<file path="src/rtl/lutlog_pkg.sv">
package lutlog_pkg;

  localparam int unsigned XLEN = 64;
  localparam int unsigned ILEN = 32;
  localparam int unsigned RIDX = 5;
  localparam int unsigned T3W  = 8;
  localparam int unsigned T2W  = 4;
  localparam int unsigned RECW = 4;

  typedef enum logic [1:0] {
    OPK_NONE = 2'd0,
    OPK_TERN = 2'd1,
    OPK_BIN  = 2'd2
  } opk_e;

  typedef struct packed {
    opk_e            kind;
    logic [RIDX-1:0] rt;
    logic [T3W-1:0]  tbl3;
    logic            hi_nib;
    logic            rec;
  } dec_t;

  // big-endian bit n of a 32-bit word maps to little-endian position
  function automatic int unsigned be(input int unsigned n);
    return ILEN - 1 - n;
  endfunction

  function automatic logic pick3(input logic [T3W-1:0] tbl,
                                 input logic t, input logic a, input logic b);
    return tbl[{t, a, b}];
  endfunction

  function automatic logic pick2(input logic [T2W-1:0] tbl,
                                 input logic a, input logic b);
    return tbl[{a, b}];
  endfunction

endpackage

</file>
<file path="src/rtl/lutlog_decode.sv">
module lutlog_decode
  import lutlog_pkg::*;
#(
  parameter logic [5:0] TERN_PO = 6'd5,
  parameter logic [1:0] TERN_XO = 2'd0,
  parameter logic [5:0] BIN_PO  = 6'd4,
  parameter logic [4:0] BIN_XO  = 5'd3
) (
  input  logic            vld,
  input  logic [ILEN-1:0] insn,
  output dec_t            dec
);
  localparam int unsigned PO_HI = be(0);
  localparam int unsigned PO_LO = be(5);
  localparam int unsigned RT_HI = be(6);
  localparam int unsigned RT_LO = be(10);
  localparam int unsigned TB_HI = be(21);
  localparam int unsigned TB_LO = be(28);
  localparam int unsigned TX_HI = be(29);
  localparam int unsigned TX_LO = be(30);
  localparam int unsigned RC_B  = be(31);
  localparam int unsigned NH_B  = be(26);
  localparam int unsigned BX_HI = be(27);
  localparam int unsigned BX_LO = be(31);

  logic tern_hit, bin_hit;

  assign tern_hit = vld && (insn[PO_HI:PO_LO] == TERN_PO) && (insn[TX_HI:TX_LO] == TERN_XO);
  assign bin_hit  = vld && (insn[PO_HI:PO_LO] == BIN_PO)  && (insn[BX_HI:BX_LO] == BIN_XO);

  always_comb begin
    dec        = '0;
    dec.rt     = insn[RT_HI:RT_LO];
    dec.tbl3   = insn[TB_HI:TB_LO];
    dec.hi_nib = insn[NH_B];
    if (tern_hit) begin
      dec.kind = OPK_TERN;
      dec.rec  = insn[RC_B];
    end else if (bin_hit) begin
      dec.kind = OPK_BIN;
    end else begin
      dec.kind = OPK_NONE;
    end
  end

  always_comb begin
    assert (!(tern_hit && bin_hit)) else $error("p_one_form_r1: both forms decoded");
  end

endmodule

</file>
<file path="src/rtl/lutlog_eval.sv">
module lutlog_eval
  import lutlog_pkg::*;
#(
  parameter int unsigned W = XLEN
) (
  input  dec_t         dec,
  input  logic [W-1:0] t,
  input  logic [W-1:0] a,
  input  logic [W-1:0] b,
  input  logic [W-1:0] c,
  output logic [W-1:0] y
);
  logic [T2W-1:0] tbl2;
  logic [W-1:0]   y3, y2;

  assign tbl2 = dec.hi_nib ? c[2*T2W-1:T2W] : c[T2W-1:0];

  for (genvar i = 0; i < W; i++) begin : g_bit
    assign y3[i] = pick3(dec.tbl3, t[i], a[i], b[i]);
    assign y2[i] = pick2(tbl2, a[i], b[i]);
  end

  always_comb begin
    unique case (dec.kind)
      OPK_TERN: y = y3;
      OPK_BIN:  y = y2;
      default:  y = '0;
    endcase
  end

  always_comb begin
    if (dec.kind == OPK_TERN && dec.tbl3 == 8'hAA)
      assert (y == b) else $error("p_tbl_copy_b_r2: table AA must copy RB");
  end

endmodule

</file>
<file path="src/rtl/lutlog_record.sv">
module lutlog_record
  import lutlog_pkg::*;
#(
  parameter int unsigned W = XLEN
) (
  input  logic [W-1:0]    val,
  input  logic            so,
  output logic [RECW-1:0] rec
);
  logic neg, zer, pos;
  assign neg = val[W-1];
  assign zer = (val == '0);
  assign pos = !neg && !zer;
  assign rec = {neg, pos, zer, so};
endmodule

</file>
<file path="src/rtl/lutlog_unit.sv">
module lutlog_unit
  import lutlog_pkg::*;
#(
  parameter logic [5:0] TERN_PO = 6'd5,
  parameter logic [1:0] TERN_XO = 2'd0,
  parameter logic [5:0] BIN_PO  = 6'd4,
  parameter logic [4:0] BIN_XO  = 5'd3
) (
  input  logic             clk,
  input  logic             rst_n,
  input  logic             in_valid,
  input  logic [31:0]      in_insn,
  input  logic [63:0]      src_t,
  input  logic [63:0]      src_a,
  input  logic [63:0]      src_b,
  input  logic [63:0]      src_c,
  input  logic             so_in,
  output logic             out_valid,
  output logic [4:0]       out_rt,
  output logic [63:0]      out_data,
  output logic             out_rec_valid,
  output logic [3:0]       out_rec
);
  dec_t            dec;
  logic [XLEN-1:0] res;
  logic [RECW-1:0] rec;
  logic            hit;
  logic            rec_hit;

  lutlog_decode #(
    .TERN_PO(TERN_PO), .TERN_XO(TERN_XO), .BIN_PO(BIN_PO), .BIN_XO(BIN_XO)
  ) u_dec (
    .vld(in_valid), .insn(in_insn), .dec(dec)
  );

  lutlog_eval #(.W(XLEN)) u_eval (
    .dec(dec), .t(src_t), .a(src_a), .b(src_b), .c(src_c), .y(res)
  );

  lutlog_record #(.W(XLEN)) u_rec (
    .val(res), .so(so_in), .rec(rec)
  );

  assign hit     = (dec.kind != OPK_NONE);
  assign rec_hit = (dec.kind == OPK_TERN) && dec.rec;

  always_ff @(posedge clk or negedge rst_n) begin
    if (!rst_n) begin
      out_valid     <= 1'b0;
      out_rt        <= '0;
      out_data      <= '0;
      out_rec_valid <= 1'b0;
      out_rec       <= '0;
    end else begin
      out_valid     <= hit;
      out_rt        <= hit ? dec.rt : '0;
      out_data      <= res;
      out_rec_valid <= rec_hit;
      out_rec       <= rec_hit ? rec : '0;
    end
  end

  p_idle_r9: assert property (@(posedge clk) disable iff (!rst_n)
    !in_valid |=> (!out_valid && !out_rec_valid && out_data == '0));

  p_rec_needs_valid_r8: assert property (@(posedge clk) disable iff (!rst_n)
    out_rec_valid |-> out_valid);

  p_rec_onehot_r7: assert property (@(posedge clk) disable iff (!rst_n)
    out_rec_valid |-> ($countones(out_rec[3:1]) == 1));

  p_ones_table_r2: assert property (@(posedge clk) disable iff (!rst_n)
    (dec.kind == OPK_TERN && in_insn[10:3] == 8'hFF) |=> (out_data == '1));

  p_high_nibble_r6: assert property (@(posedge clk) disable iff (!rst_n)
    (dec.kind == OPK_BIN && in_insn[5] && src_c[7:4] == 4'h0) |=> (out_data == '0 && out_valid));

endmodule

</file>
<file path="config.mk">
export PLATFORM = sky130hd
export DESIGN_NAME = lutlog_unit
export DESIGN_NICKNAME = d
export VERILOG_FILES = /design/src/rtl/lutlog_pkg.sv /design/src/rtl/lutlog_decode.sv /design/src/rtl/lutlog_eval.sv /design/src/rtl/lutlog_record.sv /design/src/rtl/lutlog_unit.sv
export SDC_FILE = /design/constraint.sdc
export NUM_CORES = 1
export LEC_CHECK = 0
export BUFFER_PORTS_ARGS = -buffer_cell sky130_fd_sc_hd__buf_2
export CAP_MARGIN = 40
export CORE_MARGIN = 8
export CORE_UTILIZATION = 40
export CTS_CLUSTER_SIZE = 30
export DETAILED_ROUTE_END_ITERATION = 10
export PLACE_DENSITY_LB_ADDON = 0.12
export REMOVE_ABC_BUFFERS = 1
export SYNTH_ARGS = -nofsm -noshare
export SYNTH_HDL_FRONTEND = slang
export SYNTH_SLANG_ARGS = --single-unit
</file>
<file path="constraint.sdc">
create_clock -name clk -period 0.8 [get_ports clk]
set_input_delay 0.08 -clock clk [delete_from_list [all_inputs] [get_ports clk]]
set_output_delay 0.08 -clock clk [all_outputs]
set_load 0.01 [all_outputs]
</file>
Word level (Yosys, flattened, before mapping)
Index checks and enable logic that the tools add are counted.
{ "word_totals": {"n_memories": 0, "out_inout_bits": 75, "ram_bits": 0, "ff_bits": 75, "latchBits": 0, "mem_bits_ro": 0} }
{ "classes": {"n_mux": 263, "add_sub_neg": 0, "div": 0, "n_lt_le_gt_ge": 128, "multipliers": 0, "bitwise_logic": 0, "n_reduce_logical": 11, "shifts": 0, "n_eq_ne": 5} }
{ "ops": {"columns": ["cell", "n"], "rows": [
  ["< comparator 3 x 4 -> 1 bit, second input constant", 64],
  ["binary-select mux 1 bit (select 3 bit)", 64],
  ["< comparator 2 x 3 -> 1 bit, second input constant", 64],
  ["two-way mux 1 bit", 129],
  ["binary-select mux 1 bit (select 2 bit)", 64],
  ["one-hot mux 64 bit (2 select lines)", 1],
  ["logical NOT 64 bit", 1],
  ["== test 6 x 3 -> 1 bit, second input constant", 2],
  ["two-way mux 4 bit", 2],
  ["logical AND 1 bit", 6],
  ["== test 5 x 2 -> 1 bit, second input constant", 1],
  ["two-way mux 5 bit", 1],
  ["two-way mux 2 bit", 2],
  ["== test 2 x 1 -> 1 bit, second input constant", 1],
  ["== test 2 bit, second input constant", 1],
  ["logical NOT 1 bit", 2],
  ["logical NOT 2 bit", 1],
  ["nonzero test 2 bit", 1]
]} }

Longest topological paths before layout
{ "logic_depth": {"word_depth": 11, "depth_mapped": 10, "mapped_depth_nobuf": 7} }

Hierarchy
From an unflattened synthesis, not the netlist that was laid out.
{ "unflattened": {"hier_cells": 580, "hier_area_um2": 8419.3} }
{ "by_module_without_submodules": {"columns": ["module", "cells_each", "seq_area_each_um2", "instances", "area_each_um2"], "rows": [
  ["lutlog_eval", 443, 0.0, 1, 6045.8],
  ["lutlog_unit", 88, 1876.8, 1, 1994.4],
  ["lutlog_record", 26, 0.0, 1, 196.4],
  ["lutlog_decode", 23, 0.0, 1, 182.7]
]} }

Least setup slack after synthesis
OpenSTA, ideal clock, no wires.
{ "synth_timing": {"path_kind": "input to register", "startpoint": "input in_insn[5]", "endpoint": "register out_rec[1]", "stages": 10, "path_buffers": 3, "arrival_ns": 1.916, "path_slack_ns": -1.184, "required_ns": 0.732, "path_cell_list": "buf_6 buf_8 buf_8 mux4_2 mux2i_1 nor2_1 nor4_2 nand4_1 nor4_2 and4_1"} }
{ "synth_between": {"elab_chain_len": 6, "elab_cells_between_ends": 260} }
{ "synth_rtl": {"columns": ["item", "line_no", "source"], "rows": [
  ["from (decl)", "lutlog_unit.sv:12", "input logic [31:0] in_insn,"],
  ["two-way mux 4 bit", "lutlog_eval.sv:16", "assign tbl2 = dec.hi_nib ? c[2*T2W-1:T2W] : c[T2W-1:0];"],
  ["binary-select mux 1 bit (select 2 bit)", "lutlog_pkg.sv:36", "return tbl[{a, b}];"],
  ["two-way mux 1 bit (not written as such)", "lutlog_pkg.sv:36", null],
  ["one-hot mux 64 bit (2 select lines) *", "lutlog_eval.sv:24", "unique case (dec.kind)"],
  ["logical NOT 64 bit *", "lutlog_record.sv:12", "assign zer = (val == '0);"],
  ["two-way mux 4 bit *", "lutlog_unit.sv:59", "out_rec <= rec_hit ? rec : '0;"],
  ["to (signal assigned)", "lutlog_unit.sv:59", null],
  ["to (decl)", "lutlog_unit.sv:22", "output logic [3:0] out_rec"]
]} }
Mark *: on every way between the ends. The rest lies on a longest branch, timed or not. The select of a mux whose other input is x is not followed.

Worst setup path after layout
{ "layout_timing": {"startpoint": "input in_insn[4]", "endpoint": "register out_rec[1]"} }
{ "layout_between": {"elab_chain_len": 8, "elab_cells_between_ends": 138} }
{ "layout_rtl": {"columns": ["item", "line_no", "source"], "rows": [
  ["== test 5 x 2 -> 1 bit", "lutlog_decode.sv:29", "assign bin_hit = vld && (insn[PO_HI:PO_LO] == BIN_PO) && (insn[BX_HI:BX_LO] == BIN_XO);"],
  ["logical AND 1 bit", "lutlog_decode.sv:29", null],
  ["two-way mux 2 bit", "lutlog_decode.sv:39", "end else if (bin_hit) begin"],
  ["two-way mux 2 bit", "lutlog_decode.sv:36", "if (tern_hit) begin"],
  ["== test 2 bit or == test 2 x 1 -> 1 bit (tied branches)", null, null],
  ["one-hot mux 64 bit (2 select lines)", "lutlog_eval.sv:24", null],
  ["logical NOT 64 bit", "lutlog_record.sv:12", null],
  ["two-way mux 4 bit *", "lutlog_unit.sv:59", null]
]} }
Marks and branches as above.

==> results.md <==
| Result | Reported |
|---|---|
| Run status | complete, but fails checks |
| Biggest area consumer among synthesized cells | sky130_fd_sc_hd__mux4_2 |
| Placeable core area | 0.0208 mm² |
| Number of detailed-route iterations in the first pass | 6 |
| Worst-case hold slack | 0.0855 ns |
| Standard cell area after detailed placement | 0.0117 mm² |
| Portion of the clock cycle consumed by the worst path in the final layout | 2.47 |
| Worst path depth | 9 |
| Count of nets left with antenna violations after detail routing | 0 |
| Final period demand of the worst path | 1.98 ns |
| Leading cell types by total area after synthesis | sky130_fd_sc_hd__mux4_2, sky130_fd_sc_hd__dfrtp_1, sky130_fd_sc_hd__mux2i_1 |
| Sequential area share after synthesis | 0.225 |
| Distinct cells, synth | 37 |
| Capturing instance or port of the critical path | out_rec[1]$_DFF_PN0_ |
| Routed wirelength normalized by instance count | 28.0 µm |
| Final weighted congestion in routability-driven placement | 0.888 |
| Final standard cell count with taps included and fillers excluded | 1398 |
| Critical path launch point type | input port |
| Type of the setup path with the least slack | input port to register |
| Global router's overall resource usage | 0.283 |
| Number of antenna violations at the first check in global routing | 10 |
| TritonCTS clock tree | yes |
| Critical path origin | in_insn[4] |
| Leftover overflow at the end of global routing | 0 |
| Pin count of the biggest net entering global routing | 41 |
| Cell type group with the largest total delay on the critical path | simple AND/OR/NAND/NOR gates |
| Worst min path class | input port to asynchronous set/reset pin |
| Global-route wire length before repair | 55900 µm |
| Cts bufs inserted | 9 |
| Util after Layout | 0.705 |
| Synth Register Bits | 75 |
| Buffers from clock root to sink, at most | 2 |
| Fmax | 506 MHz |
| Number of instances in the synthesized netlist | 607 |
| Post-DP HPWL | 26200 µm |
| I/O Buffers | 300 |
| Leak pwr | 6.58 nW |
| Max cap viols | 0 |
| Min setup slack post-route | -1.18 ns |
| Vert. Die Dim | 161 µm |
| DRC violation count after routing | 0 |
| Top cell type's share of synthesized area | 0.512 |
| Row Count | 53 |
| Final net count | 1402 |
| Total power divided by cell area | 1080 mW/mm² |
| Clock sink count | 75 |
| Leading cell types in the layout, fill and taps excluded | sky130_fd_sc_hd__buf_2, sky130_fd_sc_hd__buf_4, sky130_fd_sc_hd__mux4_2 |
| Cell count after placement | 1293 |
| Library cell contributing the largest single delay on the critical path | sky130_fd_sc_hd__mux4_2 |
| Drt initial violations | 686 |
| Final routed wirelength across all metal layers | 39200 µm |
| Layout filler cell count | 1430 |
| Arrival time at the worst endpoint | 2.27 ns |
| Max H-tree Level | 3 |
| Post-detailed-route via-to-cell ratio | 6.42 |
| Mean instance size in the synthesized netlist | 13.8 µm² |
| Footprint of the multi-input gates | 0.00698 mm² |
| Clock root buffer | sky130_fd_sc_hd__clkbuf_16 |
| Unrepaired setup endpoints after global routing | true |
| Fraction of layout cells with a size suffix above 1 | 0.831 |
| Starting density of the core | 0.403 |
| Max Slew Vio Count | 0 |
| Number of ports placed on the die boundary | 367 |
| Nature of the critical path endpoint | register |
| Required arrival time at the worst endpoint | 1.09 ns |
| Normalized max-slew margin | 0.657 |
| Die W | 161 µm |
| Cells along the critical path | bufbuf_16 -> buf_4 -> mux4_2 -> mux2i_1 -> nor2_1 -> nor4_2 -> nand4_1 -> nor4_4 -> and4_1 |
| Final count of negative-setup-slack endpoints | 150 |
| Worst-margin pin slew | 0.515 ns |
| Violations in the final reports | negative setup slack |
| Worst-path clk slew | 0.06 ns |
| Area Growth Syn to Fin | 75.0% |
| CP peak stage delay | 0.44 ns |
| Register area | 0.00188 mm² |
| Total non-filler cell area in the finished layout | 0.0146 mm² |
| Crit-path max FO | 5 |
| Synthesized area | 0.00836 mm² |
| CP Buf/Inv Count | 2 |
| Area of the die | 0.0258 mm² |
| Most frequent standard cell in the layout excluding fill and tap cells | sky130_fd_sc_hd__buf_2 |
| Final hold vios | 0 |
| Peak supply drop | 0.872 mV |
| Ys Warns | 0 |
| Via count of the first global-routing pass | 9467 |
| Count of vias placed by the detailed router | 8977 |
-- cell usage after synthesis, drive strengths merged --
library cell and count:
and3 1, a311oi 1, or3 1, nand4 23
nand2 7, nor3 20, mux2i 66, nand4b 1
or2 20, mux4 192, inv 2, mux2 2
or4 1, nor2 23, nand3 2, a31o 1
buf 12, nor4 16, dfrtp 75, and4 1
o21ai 4, nor2b 3, o22ai 41, clkbuf 85
o221a 1, a211o 1, and2 5
-- final cells by class --
cell class,count,share of cell area
Antenna cell,9,0.00154
Tap cell,275,0.0235
Timing Repair Buffer,589,0.345
Clock inverter,4,0.00667
Multi-Input combinational cell,433,0.477
Sequential cell,75,0.128
Clock buffer,11,0.0173
Inverter,2,0.000684
-- power by group --
part	total (mW)	internal [mW]	switching, mW
Sequential	3.80	3.80	0.00187
Clock	4.99	3.21	1.78
Combinational	7.02	4.02	3.00
-- worst min-delay path by stage --
| stage | from | to | cells past startpoint |
|---|---|---|---|
| after floorplan | rst_n | out_data[0]$_DFF_PN0_ | 0 |
| after global placement | rst_n | out_data[58]$_DFF_PN0_ | 1 |
| after detailed placement | rst_n | out_data[58]$_DFF_PN0_ | 1 |
| after CTS | src_t[61] | out_data[61]$_DFF_PN0_ | 3 |
| after global routing | src_t[61] | out_data[61]$_DFF_PN0_ | 3 |
| final | rst_n | out_rt[4]$_DFF_PN0_ | 2 |
-- sequential cells by signal (all words and copies together) (netlist names) --
name	flops
out_data	64
out_rec_valid	1
out_rec	4
out_rt	5
out_valid	1
-- kinds of logic (layout without fill, tap and decap cells) --
group | Yosys count | in the layout | share of synthesized area
and+or+nand+nor | 124 | 124 | 0.0858
muxes | 260 | 260 | 0.602
DFF | 75 | 75 | 0.225
buffers and inverters | 99 | 606 | 0.0503
AOI/OAI and AO/OA | 49 | 49 | 0.0376
other | 0 | 9 | 0
-- routing by layer --
metal	up-vias	track usage	part of all wire
met2	634	0.478	0.50
met3	129	0.0637	0.098
li1	3635	-	-
met4	2	0.133	0.049
met1	4577	0.339	0.35
met5	-	0	0.00026
-- per-stage QoR --
step | TNS [ns] | total power, mW | setup WS [ns]
global placement | -80.59 | 9.37 | -1.83
CTS | -54.89 | 15.1 | -1.12
floorplan | -115.82 | 6.39 | -2.13
finish | -57.64 | 15.8 | -1.18
global route | -62.48 | 16.3 | -1.31
detailed placement | -81.07 | 9.50 | -1.83
-- timing repair --
item | in CTS | in global routing
endpoints found under the hold margin | 81 | 0
setup buffers | 17 | 44
hold buffers | 7 | 0
resized for setup | 181 | 137
pin swaps | 34 | 33
endpoints found under the setup margin | 150 | 150
cloned | 13 | 7
(Power assumes the default switching activity.)
